## config.mk

```make
export PLATFORM = sky130hd
export DESIGN_NAME = puf_tune_seq
export DESIGN_NICKNAME = d
export VERILOG_FILES = /design/src/rtl/puf_tune_pkg.sv /design/src/rtl/puf_hs_port.sv /design/src/rtl/puf_scan_unit.sv /design/src/rtl/puf_tune_seq.sv
export SDC_FILE = /design/constraint.sdc
export NUM_CORES = 1
export LEC_CHECK = 0
export ABC_CLOCK_PERIOD_IN_PS = 7960
export BUFFER_PORTS_ARGS = -buffer_cell sky130_fd_sc_hd__buf_2
export CAP_MARGIN = 5
export CORE_ASPECT_RATIO = 0.7
export CORE_MARGIN = 3
export CORE_UTILIZATION = 30
export CTS_CLUSTER_DIAMETER = 50
export DETAILED_ROUTE_END_ITERATION = 10
export HOLD_SLACK_MARGIN = 0.06
export PLACE_DENSITY = 0.56
export RECOVER_POWER = 50
export REMOVE_ABC_BUFFERS = 1
export SYNTH_ARGS = -nofsm -noshare
export SYNTH_HDL_FRONTEND = slang
export SYNTH_SLANG_ARGS = --single-unit
```

## constraint.sdc

```tcl
create_clock -name clk -period 7.96 [get_ports clk]
set_clock_uncertainty 0.2 [all_clocks]
set_input_delay 0.796 -clock clk [delete_from_list [all_inputs] [get_ports clk]]
set_output_delay 0.796 -clock clk [all_outputs]
set_load 0.02 [all_outputs]
```

## src/rtl/puf_tune_pkg.sv

```systemverilog
package puf_tune_pkg;

  typedef enum logic [1:0] {
    SM_COUNT = 2'd0,
    SM_REF   = 2'd1,
    SM_CMP   = 2'd2,
    SM_WINV  = 2'd3
  } scan_mode_e;

  typedef enum logic [1:0] {
    PH_NONE = 2'b00,
    PH_UNI  = 2'b01,
    PH_REL  = 2'b10
  } fail_ph_e;

  typedef enum logic [3:0] {
    ST_IDLE,
    ST_U_PWR,
    ST_U_SCAN,
    ST_U_EVAL,
    ST_U_STRESS,
    ST_R_PWR,
    ST_R_SCAN,
    ST_R_EVAL,
    ST_R_WINV,
    ST_R_STRESS
  } seq_state_e;

endpackage

```

## src/rtl/puf_hs_port.sv

```systemverilog
module puf_hs_port (
  input  logic clk,
  input  logic rst_n,
  input  logic go,
  input  logic done_in,
  output logic req,
  output logic fin
);

  always_ff @(posedge clk or negedge rst_n) begin
    if (!rst_n)              req <= 1'b0;
    else if (req && done_in) req <= 1'b0;
    else if (go)             req <= 1'b1;
  end

  // done only counts while the request is pending
  assign fin = req && done_in;

  p_req_hold_r2: assert property (@(posedge clk) disable iff (!rst_n)
    req && !done_in |=> req);
  p_req_drop_r2: assert property (@(posedge clk) disable iff (!rst_n)
    req && done_in && !go |=> !req);

endmodule

```

## src/rtl/puf_scan_unit.sv

```systemverilog
module puf_scan_unit
  import puf_tune_pkg::*;
#(
  parameter int DEPTH = 16,
  parameter int W     = 8,
  parameter int AW    = $clog2(DEPTH),
  parameter int CW    = $clog2(DEPTH * W + 1)
) (
  input  logic          clk,
  input  logic          rst_n,
  input  logic          go,
  input  scan_mode_e    mode,
  input  logic [W-1:0]  arr_rdata,
  output logic [AW-1:0] arr_addr,
  output logic          arr_rd_en,
  output logic          arr_wr_en,
  output logic [W-1:0]  arr_wdata,
  output logic          fin,
  output logic [CW-1:0] ones,
  output logic [CW-1:0] diffs
);

  localparam logic [AW-1:0] LAST = AW'(DEPTH - 1);

  logic          active;
  logic [AW-1:0] idx;
  scan_mode_e    mode_q;
  logic          rvld;
  logic [AW-1:0] ridx;
  logic [W-1:0]  ref_mem [DEPTH];

  function automatic logic [CW-1:0] popcnt(input logic [W-1:0] v);
    logic [CW-1:0] s;
    s = '0;
    for (int i = 0; i < W; i++) s = s + CW'(v[i]);
    return s;
  endfunction

  assign arr_addr  = idx;
  assign arr_rd_en = active && (mode_q != SM_WINV);
  assign arr_wr_en = active && (mode_q == SM_WINV);
  assign arr_wdata = ~ref_mem[idx];

  always_ff @(posedge clk or negedge rst_n) begin
    if (!rst_n) begin
      active <= 1'b0;
      idx    <= '0;
      mode_q <= SM_COUNT;
      rvld   <= 1'b0;
      ridx   <= '0;
      fin    <= 1'b0;
      ones   <= '0;
      diffs  <= '0;
    end else begin
      fin  <= 1'b0;
      rvld <= arr_rd_en;
      ridx <= idx;
      if (go) begin
        active <= 1'b1;
        idx    <= '0;
        mode_q <= mode;
        ones   <= '0;
        diffs  <= '0;
      end else if (active) begin
        idx <= idx + AW'(1);
        if (idx == LAST) begin
          active <= 1'b0;
          if (mode_q == SM_WINV) fin <= 1'b1;
        end
      end
      if (rvld) begin
        ones  <= ones + popcnt(arr_rdata);
        diffs <= diffs + popcnt(arr_rdata ^ ref_mem[ridx]);
        if (ridx == LAST) fin <= 1'b1;
      end
    end
  end

  // reference buffer: no reset needed, always written before it is read
  always_ff @(posedge clk) begin
    if (rvld && mode_q == SM_REF) ref_mem[ridx] <= arr_rdata;
  end

  p_addr_step_r3: assert property (@(posedge clk) disable iff (!rst_n)
    arr_rd_en && $past(arr_rd_en) |-> arr_addr == $past(arr_addr) + AW'(1));
  p_go_quiet_r3: assert property (@(posedge clk) disable iff (!rst_n)
    go |-> !active && !rvld);
  p_wr_rd_excl_r9: assert property (@(posedge clk) disable iff (!rst_n)
    !(arr_rd_en && arr_wr_en));

endmodule

```

## src/rtl/puf_tune_seq.sv

```systemverilog
module puf_tune_seq
  import puf_tune_pkg::*;
#(
  parameter int DEPTH    = 16,
  parameter int W        = 8,
  parameter int PCW      = 4,
  parameter int ITW      = 6,
  localparam int AW      = $clog2(DEPTH),
  localparam int CW      = $clog2(DEPTH * W + 1),
  localparam int VW      = CW + PCW
) (
  input  logic           clk,
  input  logic           rst_n,
  input  logic           start,
  input  logic [CW-1:0]  cfg_win_lo,
  input  logic [CW-1:0]  cfg_win_hi,
  input  logic [VW-1:0]  cfg_var_max,
  input  logic [PCW-1:0] cfg_pwrups,
  input  logic [ITW-1:0] cfg_uni_max,
  input  logic [ITW-1:0] cfg_rel_max,
  output logic [AW-1:0]  arr_addr,
  output logic           arr_rd_en,
  input  logic [W-1:0]   arr_rdata,
  output logic           arr_wr_en,
  output logic [W-1:0]   arr_wdata,
  output logic           pwr_req,
  input  logic           pwr_done,
  output logic           stress_req,
  input  logic           stress_done,
  output logic           busy,
  output logic           done,
  output logic           pass,
  output logic           fail,
  output logic [1:0]     fail_phase,
  output logic [ITW-1:0] uni_iters,
  output logic [ITW-1:0] rel_iters,
  output logic [CW-1:0]  ones_cnt,
  output logic [VW-1:0]  var_sum
);

  seq_state_e     state;
  logic [CW-1:0]  lo_q, hi_q;
  logic [VW-1:0]  vmax_q;
  logic [PCW-1:0] n_q;
  logic [ITW-1:0] umax_q, rmax_q;
  logic [PCW-1:0] pu_k;
  logic [VW-1:0]  var_acc;

  logic           pwr_go, str_go, scan_go;
  logic           pwr_fin, str_fin, scan_fin;
  scan_mode_e     scan_mode;
  logic [CW-1:0]  scan_ones, scan_diffs;
  logic           in_win, var_ok;

  puf_hs_port u_pwr_hs (
    .clk(clk), .rst_n(rst_n), .go(pwr_go), .done_in(pwr_done),
    .req(pwr_req), .fin(pwr_fin)
  );

  puf_hs_port u_str_hs (
    .clk(clk), .rst_n(rst_n), .go(str_go), .done_in(stress_done),
    .req(stress_req), .fin(str_fin)
  );

  puf_scan_unit #(.DEPTH(DEPTH), .W(W), .AW(AW), .CW(CW)) u_scan (
    .clk(clk), .rst_n(rst_n), .go(scan_go), .mode(scan_mode),
    .arr_rdata(arr_rdata), .arr_addr(arr_addr), .arr_rd_en(arr_rd_en),
    .arr_wr_en(arr_wr_en), .arr_wdata(arr_wdata), .fin(scan_fin),
    .ones(scan_ones), .diffs(scan_diffs)
  );

  assign in_win = (ones_cnt >= lo_q) && (ones_cnt <= hi_q);
  assign var_ok = (var_acc <= vmax_q);
  assign busy   = (state != ST_IDLE);

  always_comb begin
    pwr_go    = 1'b0;
    str_go    = 1'b0;
    scan_go   = 1'b0;
    scan_mode = SM_COUNT;
    unique case (state)
      ST_IDLE:     pwr_go = start;
      ST_U_PWR:    scan_go = pwr_fin;
      ST_U_EVAL: begin
        if (in_win)                  pwr_go = 1'b1;
        else if (uni_iters != umax_q) str_go = 1'b1;
      end
      ST_U_STRESS: pwr_go = str_fin;
      ST_R_PWR: begin
        scan_go   = pwr_fin;
        scan_mode = (pu_k == '0) ? SM_REF : SM_CMP;
      end
      ST_R_SCAN:   pwr_go = scan_fin && (pu_k != n_q);
      ST_R_EVAL: begin
        if (!var_ok && rel_iters != rmax_q) begin
          scan_go   = 1'b1;
          scan_mode = SM_WINV;
        end
      end
      ST_R_WINV:   str_go = scan_fin;
      ST_R_STRESS: pwr_go = str_fin;
      default: ;
    endcase
  end

  always_ff @(posedge clk or negedge rst_n) begin
    if (!rst_n) begin
      state      <= ST_IDLE;
      lo_q       <= '0;
      hi_q       <= '0;
      vmax_q     <= '0;
      n_q        <= '0;
      umax_q     <= '0;
      rmax_q     <= '0;
      pu_k       <= '0;
      var_acc    <= '0;
      done       <= 1'b0;
      pass       <= 1'b0;
      fail       <= 1'b0;
      fail_phase <= PH_NONE;
      uni_iters  <= '0;
      rel_iters  <= '0;
      ones_cnt   <= '0;
      var_sum    <= '0;
    end else begin
      unique case (state)
        ST_IDLE: if (start) begin
          lo_q       <= cfg_win_lo;
          hi_q       <= cfg_win_hi;
          vmax_q     <= cfg_var_max;
          n_q        <= cfg_pwrups;
          umax_q     <= cfg_uni_max;
          rmax_q     <= cfg_rel_max;
          done       <= 1'b0;
          pass       <= 1'b0;
          fail       <= 1'b0;
          fail_phase <= PH_NONE;
          uni_iters  <= '0;
          rel_iters  <= '0;
          var_sum    <= '0;
          state      <= ST_U_PWR;
        end
        ST_U_PWR: if (pwr_fin) state <= ST_U_SCAN;
        ST_U_SCAN: if (scan_fin) begin
          ones_cnt <= scan_ones;
          state    <= ST_U_EVAL;
        end
        ST_U_EVAL: begin
          if (in_win) begin
            pu_k    <= '0;
            var_acc <= '0;
            state   <= ST_R_PWR;
          end else if (uni_iters == umax_q) begin
            fail       <= 1'b1;
            done       <= 1'b1;
            fail_phase <= PH_UNI;
            state      <= ST_IDLE;
          end else begin
            state <= ST_U_STRESS;
          end
        end
        ST_U_STRESS: if (str_fin) begin
          uni_iters <= uni_iters + ITW'(1);
          state     <= ST_U_PWR;
        end
        ST_R_PWR: if (pwr_fin) state <= ST_R_SCAN;
        ST_R_SCAN: if (scan_fin) begin
          if (pu_k != '0) var_acc <= var_acc + VW'(scan_diffs);
          if (pu_k == n_q) begin
            state <= ST_R_EVAL;
          end else begin
            pu_k  <= pu_k + PCW'(1);
            state <= ST_R_PWR;
          end
        end
        ST_R_EVAL: begin
          var_sum <= var_acc;
          if (var_ok) begin
            pass  <= 1'b1;
            done  <= 1'b1;
            state <= ST_IDLE;
          end else if (rel_iters == rmax_q) begin
            fail       <= 1'b1;
            done       <= 1'b1;
            fail_phase <= PH_REL;
            state      <= ST_IDLE;
          end else begin
            state <= ST_R_WINV;
          end
        end
        ST_R_WINV: if (scan_fin) state <= ST_R_STRESS;
        ST_R_STRESS: if (str_fin) begin
          rel_iters <= rel_iters + ITW'(1);
          pu_k      <= '0;
          var_acc   <= '0;
          state     <= ST_R_PWR;
        end
        default: state <= ST_IDLE;
      endcase
    end
  end

  p_one_req_r2: assert property (@(posedge clk) disable iff (!rst_n)
    !(pwr_req && stress_req));
  p_idle_quiet_r11: assert property (@(posedge clk) disable iff (!rst_n)
    !busy |-> !pwr_req && !stress_req && !arr_rd_en && !arr_wr_en);
  p_done_flags_r8: assert property (@(posedge clk) disable iff (!rst_n)
    done |-> (pass != fail));
  p_fail_code_r6: assert property (@(posedge clk) disable iff (!rst_n)
    fail |-> fail_phase != 2'b00);
  p_uni_bound_r6: assert property (@(posedge clk) disable iff (!rst_n)
    busy |-> uni_iters <= umax_q);
  p_rel_bound_r10: assert property (@(posedge clk) disable iff (!rst_n)
    busy |-> rel_iters <= rmax_q);
  p_no_write_uni_r9: assert property (@(posedge clk) disable iff (!rst_n)
    arr_wr_en |-> state == ST_R_WINV);

endmodule

```

==> run_results.csv, run 1 <==
group,metric,value,unit
logic_synthesis,syn_area,13400,sq um
worst_setup_path,crit_chain,"mux4_2 -> mux4_2 -> xor2_1 -> ha_1 -> fa_1 -> inv_1 -> fa_1 -> inv_1 -> fa_1 -> ha_1 -> fa_1 -> a21o_1 -> a21oi_1 -> nor2b_1 -> o21ai_0 -> nor2_1 -> o22a_1",
sta,worst_pin_slew,4.11,ns
floorplan,fp.dieArea,47200,sq um
cts,cts_resized,0,
drt,wl_per_cell,18.3,um
logic_synthesis,ys_top_cells_by_count,"165 x nand2_1, 132 x dfrtp_1, 128 x edfxtp_1",
flow_run,max_cap_violations,3,
min_path,hp-class,"in2reg",
logic_synthesis,synth_top_area_share,0.287,
final_layout,diodes,0,
cts,post_cts_buffers,0,
grt,grt-ovfl-total,0,
sta,finalCriticalPeriod,6.05,ns
power,power_switching,2520,uW
sta,hold_violations,0,
logic_synthesis,ys.flop_type,"dfrtp_1",
final_layout,drive_gt1_frac,0.219,
cts,cts-buffers-inserted,29,
logic_synthesis,synth.most_common_cell,"nand2_1",
logic_synthesis,synth_top_area_cell,"edfxtp_1",
sta,relSlewSlack,-1.74,
worst_setup_path,cp_slowest_cell,"dfrtp_2",
drt,wl,32500,um
placed_design,gp_congestion,0.783,
floorplan,initial_utilization,0.305,
logic_synthesis,syn_inst,1055,
logic_synthesis,syn_avg_cell_area,12.7,sq um
floorplan,die_w,258,um
worst_setup_path,critical_path_class,"reg2reg",
sta,rsz0062_at_grt,"no",
worst_setup_path,cp_data_required_time,8.20,ns
logic_synthesis,synth_compound_area_frac,0.0721,
cts,clock_path_buffers,3,
status,violations,"capacitance limit, slew limit",
logic_synthesis,synthAdderAreaFrac,0.0743,
floorplan,die_y,183,um
grt,grt_util_all_layers,0.140,
cts,htreeDepth,1,
grt,grt_max_degree,82,
placed_design,io_buffers,110,
worst_setup_path,cp_top_family,"adder cells",
power,cellLeakagePower,0.00631,uW
cts,cts_root_buffer,"clkbuf_16",
sta,fmax,0.165,GHz
floorplan,row_count,64,
logic_synthesis,synth_area_leaders,"edfxtp_1 29%, dfrtp_1 25%, mux4_2 13%",
sta,fin_crit_sh,0.759,
drt,drtAntennaViolNets,0,
worst_setup_path,start_kind,"flip-flop",
placed_design,dp_slack,1.91,ns
logic_synthesis,synth.area.mux_share,0.145,
placed_design,dp_hpwl,22600,um
power,clockPowerShare,0.205,
worst_setup_path,cp_common_cell,"fa_1",
cts,cts_tree,"done",
cts,cts.clk_slew.worst_paths,0.06,ns
logic_synthesis,synth-edff-count,128,
logic_synthesis,synthArstFlopShare,0.508,
worst_setup_path,arrival,6.29,ns
grt,grt_pass1_vias,8864,
drt,drt_first_pass_iters,5,
power,p_int,3850,uW
drt,drt_iter0_drc,612,
power,peakVddDrop,0.340,mV
sta,timing.final.ws_setup,1.92,ns
power,swShare,0.395,
status,status,"finished, violations left",
logic_synthesis,yosysSeqAreaShare,0.534,
drt,vias,8718,
drt,via_per_inst,4.91,
worst_setup_path,crit_path_max_fanout,37,
power,power_frac_seq,0.313,
logic_synthesis,synth_xor_area_frac,0.0334,
grt,grt_pass1_wl,51900,um
power,power.density,412,nW/um^2
worst_setup_path,critPathMaxStageDelay,0.98,ns
floorplan,core,43900,sq um
worst_setup_path,cp_num_buf_inv,2,
logic_synthesis,yosysUniqueCellTypes,63,
drt,drcViolationCount,0,
cts,hold_buffers,0,
worst_setup_path,cp-end-kind,"flip-flop",
grt,antenna_found_initial,0,
final_layout,nNetsFinal,1289,
worst_setup_path,r2r_setup_slack,1.92,ns
sta,finalSetupViolCount,0,
final_layout,areaGrowthSynthToFinish,15.5,%
cts,cts_sinks,260,
power,power_frac_comb,0.482,
cts,worstSkewPairLatency,0.56,ns
logic_synthesis,ys_ff_latch,260,
logic_synthesis,synth_top_family_by_area,"multiplexers",
logic_synthesis,ys_warn_count,0,
floorplan,io_pins,111,
sta,tns,0,ns
sta,slew_viol_final,115,
logic_synthesis,synth-simple-area-share,0.109,
-- logic make-up (layout without fill, tap and decap cells) --
| group | count (synthesis) | after routing |
|---|---|---|
| simple gates | 319 | 319 |
| compound gates | 153 | 153 |
| mux | 93 | 93 |
| buf+inv | 105 | 231 |
| fa+ha+maj | 74 | 74 |
| xor+xnor | 51 | 51 |
| flops | 260 | 260 |
-- cells in the final DEF, fill, tap and decap left out, types with 8 or more instances in the layout --
cell type and n:
mux4_2 80, buf_2 87, nand2b_1 9, nand3_1 26, ha_1 65, xor2_1 29, clkbuf_16 29, a21o_1 8
clkbuf_1 25, edfxtp_1 128, nor2_1 53, fa_1 9, a21oi_1 30, nand4_1 14, nand2_1 165, xnor2_1 22
o22ai_1 9, inv_1 58, mux2_2 11, o21ai_0 57, o31ai_1 10, dfrtp_1 129
-- through the flow --
step / hold WS, ns / cells / utilization / instance area, sq um / power [uW]
6_report: 0.221 / 1775 / 0.352 / 15400 / 6370
5_1_grt: 0.207 / 1775 / 0.352 / 15400 / 6900
4_1_cts: 0.0734 / 1775 / 0.353 / 15500 / 6450
3_5_place_dp: 0.280 / 1721 / 0.332 / 14600 / 5100
3_3_place_gp: 0.276 / 1721 / 0.332 / 14600 / 5050
2_1_floorplan: 0.250 / 1009 / - / 13200 / 4290
-- registers in the layout, indices dropped and copies added, names as in the netlist, 12 cells and up --
| name | count |
|---|---|
| u_scan.ref_mem | 128 |
| vmax_q | 12 |
| var_sum | 12 |
| var_acc | 12 |
-- power by group through the flow --
stage	clock (uW)	combinational, uW	sequential, uW
6_report	1310	3070	1990
5_1_grt	1400	3460	2040
4_1_cts	1340	3110	2000
3_5_place_dp	0	3080	2020
3_3_place_gp	0	3040	2010
2_1_floorplan	0	2260	2020
-- worst register-to-register path, delay by kind of cell (launching register included) --
family,cells,cell delay (ns)
fa+ha+maj,6,2.57
flops,1,0.98
mux,2,0.92
compound gates,4,0.84
xor+xnor,1,0.16
simple gates,2,0.14
buf+inv,2,0.11
-- final cells by class --
type,count,area (sq um)
fillers,4378,28400
flip-flops and latches,260,7150
multi-input cells,690,5830
well taps,594,743
clock buffers,29,726
repair buffers,118,572
inverters,59,221
clock inverters,25,203
-- per-layer routing --
layer  track usage  share of wire  vias up
li1              -              -     4098
met1         0.203           0.48     4382
met2         0.216           0.45      193
met3        0.0279          0.051       45
met4        0.0313          0.018        0
met5             0              0        -
-- final timing paths --
path | from | endpoint | depth (start not counted)
max | u_scan.ridx[1] | u_scan.diffs[6] | 17
max in group asynchronous | rst_n | u_scan.ridx[0] | 2
min in group asynchronous | rst_n | vmax_q[11] | 1
min reg2reg | lo_q[0] | lo_q[0] | 2
min | cfg_rel_max[0] | rmax_q[0] | 3
max reg2reg | u_scan.ridx[1] | u_scan.diffs[6] | 17
Note: power is estimated with default switching activity, not from simulation.
==> inputs of run 2 (changes only) <==
ABC_CLOCK_PERIOD_IN_PS = 5400   (was 7960)
PLACE_DENSITY = 0.57   (was 0.56)
clock period = 5.4 ns   (was 7.96 ns; I/O delays follow)
==> run_results.csv, run 2 (synthesis results as in run 1) <==
group,metric,value,unit
worst_setup_path,cp-end-kind,"flip-flop",
cts,cts_tree,"done",
drt,drt_first_pass_iters,5,
drt,vias,9136,
power,power_frac_seq,0.286,
power,swShare,0.388,
drt,drcViolationCount,0,
final_layout,final_common_cell,"nand2_1",
worst_setup_path,cp_slowest_cell,"fa_1",
placed_design,io_buffers,110,
sta,rsz0062_at_grt,"yes",
flow_run,max_cap_violations,3,
worst_setup_path,cp_data_required_time,5.64,ns
status,violations,"capacitance limit, slew limit",
floorplan,row_count,64,
drt,drt_iter0_drc,705,
floorplan,die_w,258,um
sta,worst_pin_slew,2.46,ns
drt,wl,34500,um
placed_design,dp_cells,1740,
cts,cts_root_buffer,"clkbuf_16",
final_layout,nFillCells,4301,
sta,relSlewSlack,-0.643,
min_path,holdPathEnd,"u_pwr_hs.req",
cts,clock_path_buffers,3,
floorplan,core,43900,sq um
sta,holdWs,0.138,ns
grt,grt-ovfl-total,0,
worst_setup_path,r2r-start,"u_scan.ridx[0]",
worst_setup_path,arrival,5.59,ns
power,power_frac_comb,0.517,
worst_setup_path,reg2regPathDepth,18,
final_layout,largest_register_ff_count,128,
final_layout,layout.cells.non_filler,1847,
floorplan,initial_utilization,0.305,
power,clockPowerShare,0.196,
worst_setup_path,cp_top_family,"adder cells",
sta,finalCriticalPeriod,5.35,ns
drt,drtAntennaViolNets,0,
sta,finalSetupViolCount,0,
worst_setup_path,cp_common_cell,"fa_1",
grt,grt_max_degree,96,
worst_setup_path,critical_path_class,"reg2reg",
final_layout,diodes,0,
final_layout,drive_gt1_frac,0.209,
drt,via_per_inst,4.95,
final_layout,fin_area,16100,sq um
cts,cts_sinks,260,
power,p_int,6110,uW
grt,grt_pass1_wl,54500,um
final_layout,areaGrowthSynthToFinish,20.6,%
floorplan,die_y,183,um
grt,antenna_found_initial,0,
worst_setup_path,cp_num_buf_inv,3,
cts,htreeDepth,1,
cts,worstSkewPairLatency,0.56,ns
placed_design,place_area,14700,sq um
worst_setup_path,r2r_setup_slack,0.05,ns
grt,grt_pass1_vias,9276,
drt,wl_per_cell,18.7,um
final_layout,final_cell_mix,"165 x nand2_1, 131 x dfrtp_1, 128 x edfxtp_1",
sta,fin_crit_sh,0.991,
sta,slew_viol_final,158,
floorplan,fp.dieArea,47200,sq um
sta,fmax,0.187,GHz
placed_design,gp_congestion,0.813,
final_layout,nNetsFinal,1360,
status,status,"finished, violations left",
sta,hold_violations,0,
power,power_switching,3880,uW
floorplan,io_pins,111,
worst_setup_path,crit_chain,"buf_12 -> mux4_2 -> mux4_2 -> xor2_1 -> ha_1 -> fa_1 -> inv_1 -> fa_1 -> inv_2 -> fa_1 -> ha_2 -> fa_2 -> a21o_1 -> a21oi_2 -> nor2b_1 -> o21ai_2 -> nor2_1 -> o22a_1",
power,cellLeakagePower,0.00656,uW
cts,cts-buffers-inserted,31,
grt,grt_util_all_layers,0.147,
power,power.density,620,nW/um^2
final_layout,largest_register,"u_scan.ref_mem",
power,peakVddDrop,0.547,mV
cts,cts.clk_slew.worst_paths,0.07,ns
worst_setup_path,crit_path_max_fanout,6,
worst_setup_path,reg2reg_to,"u_scan.diffs[6]",
min_path,hp-start,"pwr_done",
worst_setup_path,critPathMaxStageDelay,0.55,ns
worst_setup_path,start_kind,"flip-flop",
min_path,hp-class,"in2reg",
min_path,holdPathStages,3,
placed_design,dp_hpwl,23700,um
-- run 2: cell count changes in the layout (fill, tap and decap cells not counted), moves of 4 or more --
cell           before  now
clkinv_2            1    6
clkbuf_1           25   52
buf_2              87   65
inv_6               6    2
buf_4               5   22
dlygate4sd3_1       0   45
-- run 2: stage by stage --
stage | worst slack, ns | setup TNS, ns | power, uW | util
after detailed placement | -0.311 | -0.701 | 7770 | 0.335
after CTS | -0.00539 | -0.00539 | 9980 | 0.369
after global routing | -0.127 | -0.150 | 10800 | 0.368
after floorplan | -0.995 | -4.59 | 6320 | -
final | 0.0505 | 0 | 10000 | 0.368
after global placement | -0.326 | -0.592 | 7670 | 0.335
-- run 2: layout make-up --
cell class,instances,area [sq um],area share
sequential,260,7150,0.443
clock inverter,23,176,0.0109
tap,594,743,0.0461
clock buffer,34,787,0.0488
inverter,59,221,0.0137
multi-input combinational,690,5840,0.362
timing repair buffer,187,1210,0.0748
-- run 2: worst max path at each step --
| stage | start | to | slack [ns] | cells past startpoint |
|---|---|---|---|---|
| 6_report | u_scan.ridx[0] | u_scan.diffs[6] | 0.05 | 18 |
| 5_1_grt | u_scan.ridx[0] | u_scan.diffs[6] | -0.13 | 18 |
| 4_1_cts | u_scan.ridx[0] | u_scan.diffs[6] | -0.005 | 18 |
| 3_5_place_dp | u_scan.ridx[0] | u_scan.diffs[6] | -0.31 | 17 |
| 3_3_place_gp | u_scan.ridx[0] | u_scan.diffs[6] | -0.33 | 17 |
| 2_1_floorplan | u_scan.ridx[0] | u_scan.diffs[6] | -0.99 | 17 |
-- run 2: routing by layer --
metal  track usage  part of all wire
met1         0.217              0.47
met2         0.223              0.44
met3        0.0269             0.065
met4        0.0394             0.023
met5             0                 0
-- run 2: worst register-to-register path, delay by kind of cell (launching register included) --
family	cells	cell delay [ns]
adders and majority gates	6	2.41
muxes	2	0.93
AOI/OAI and AO/OA	4	0.68
DFF	1	0.50
buffers and inverters	3	0.25
xor gates and xnor gates	1	0.16
and+or+nand+nor	2	0.12
-- run 2: power groups by stage --
stage | clock (uW) | combinational (uW) | sequential, uW
final | 1960 | 5170 | 2860
after global routing | 2110 | 5810 | 2920
after CTS | 2020 | 5090 | 2870
after detailed placement | 0 | 4850 | 2920
after global placement | 0 | 4760 | 2910
after floorplan | 0 | 3340 | 2980
-- run 2: repair_timing --
action | CTS | global route
pin swaps | 8 | 3
resized for setup | 8 | 4
endpoints found under the hold margin | 138 | 0
buffers inserted | 4 | 1
endpoints found under the setup margin | 5 | 4
hold buffers | 45 | 0
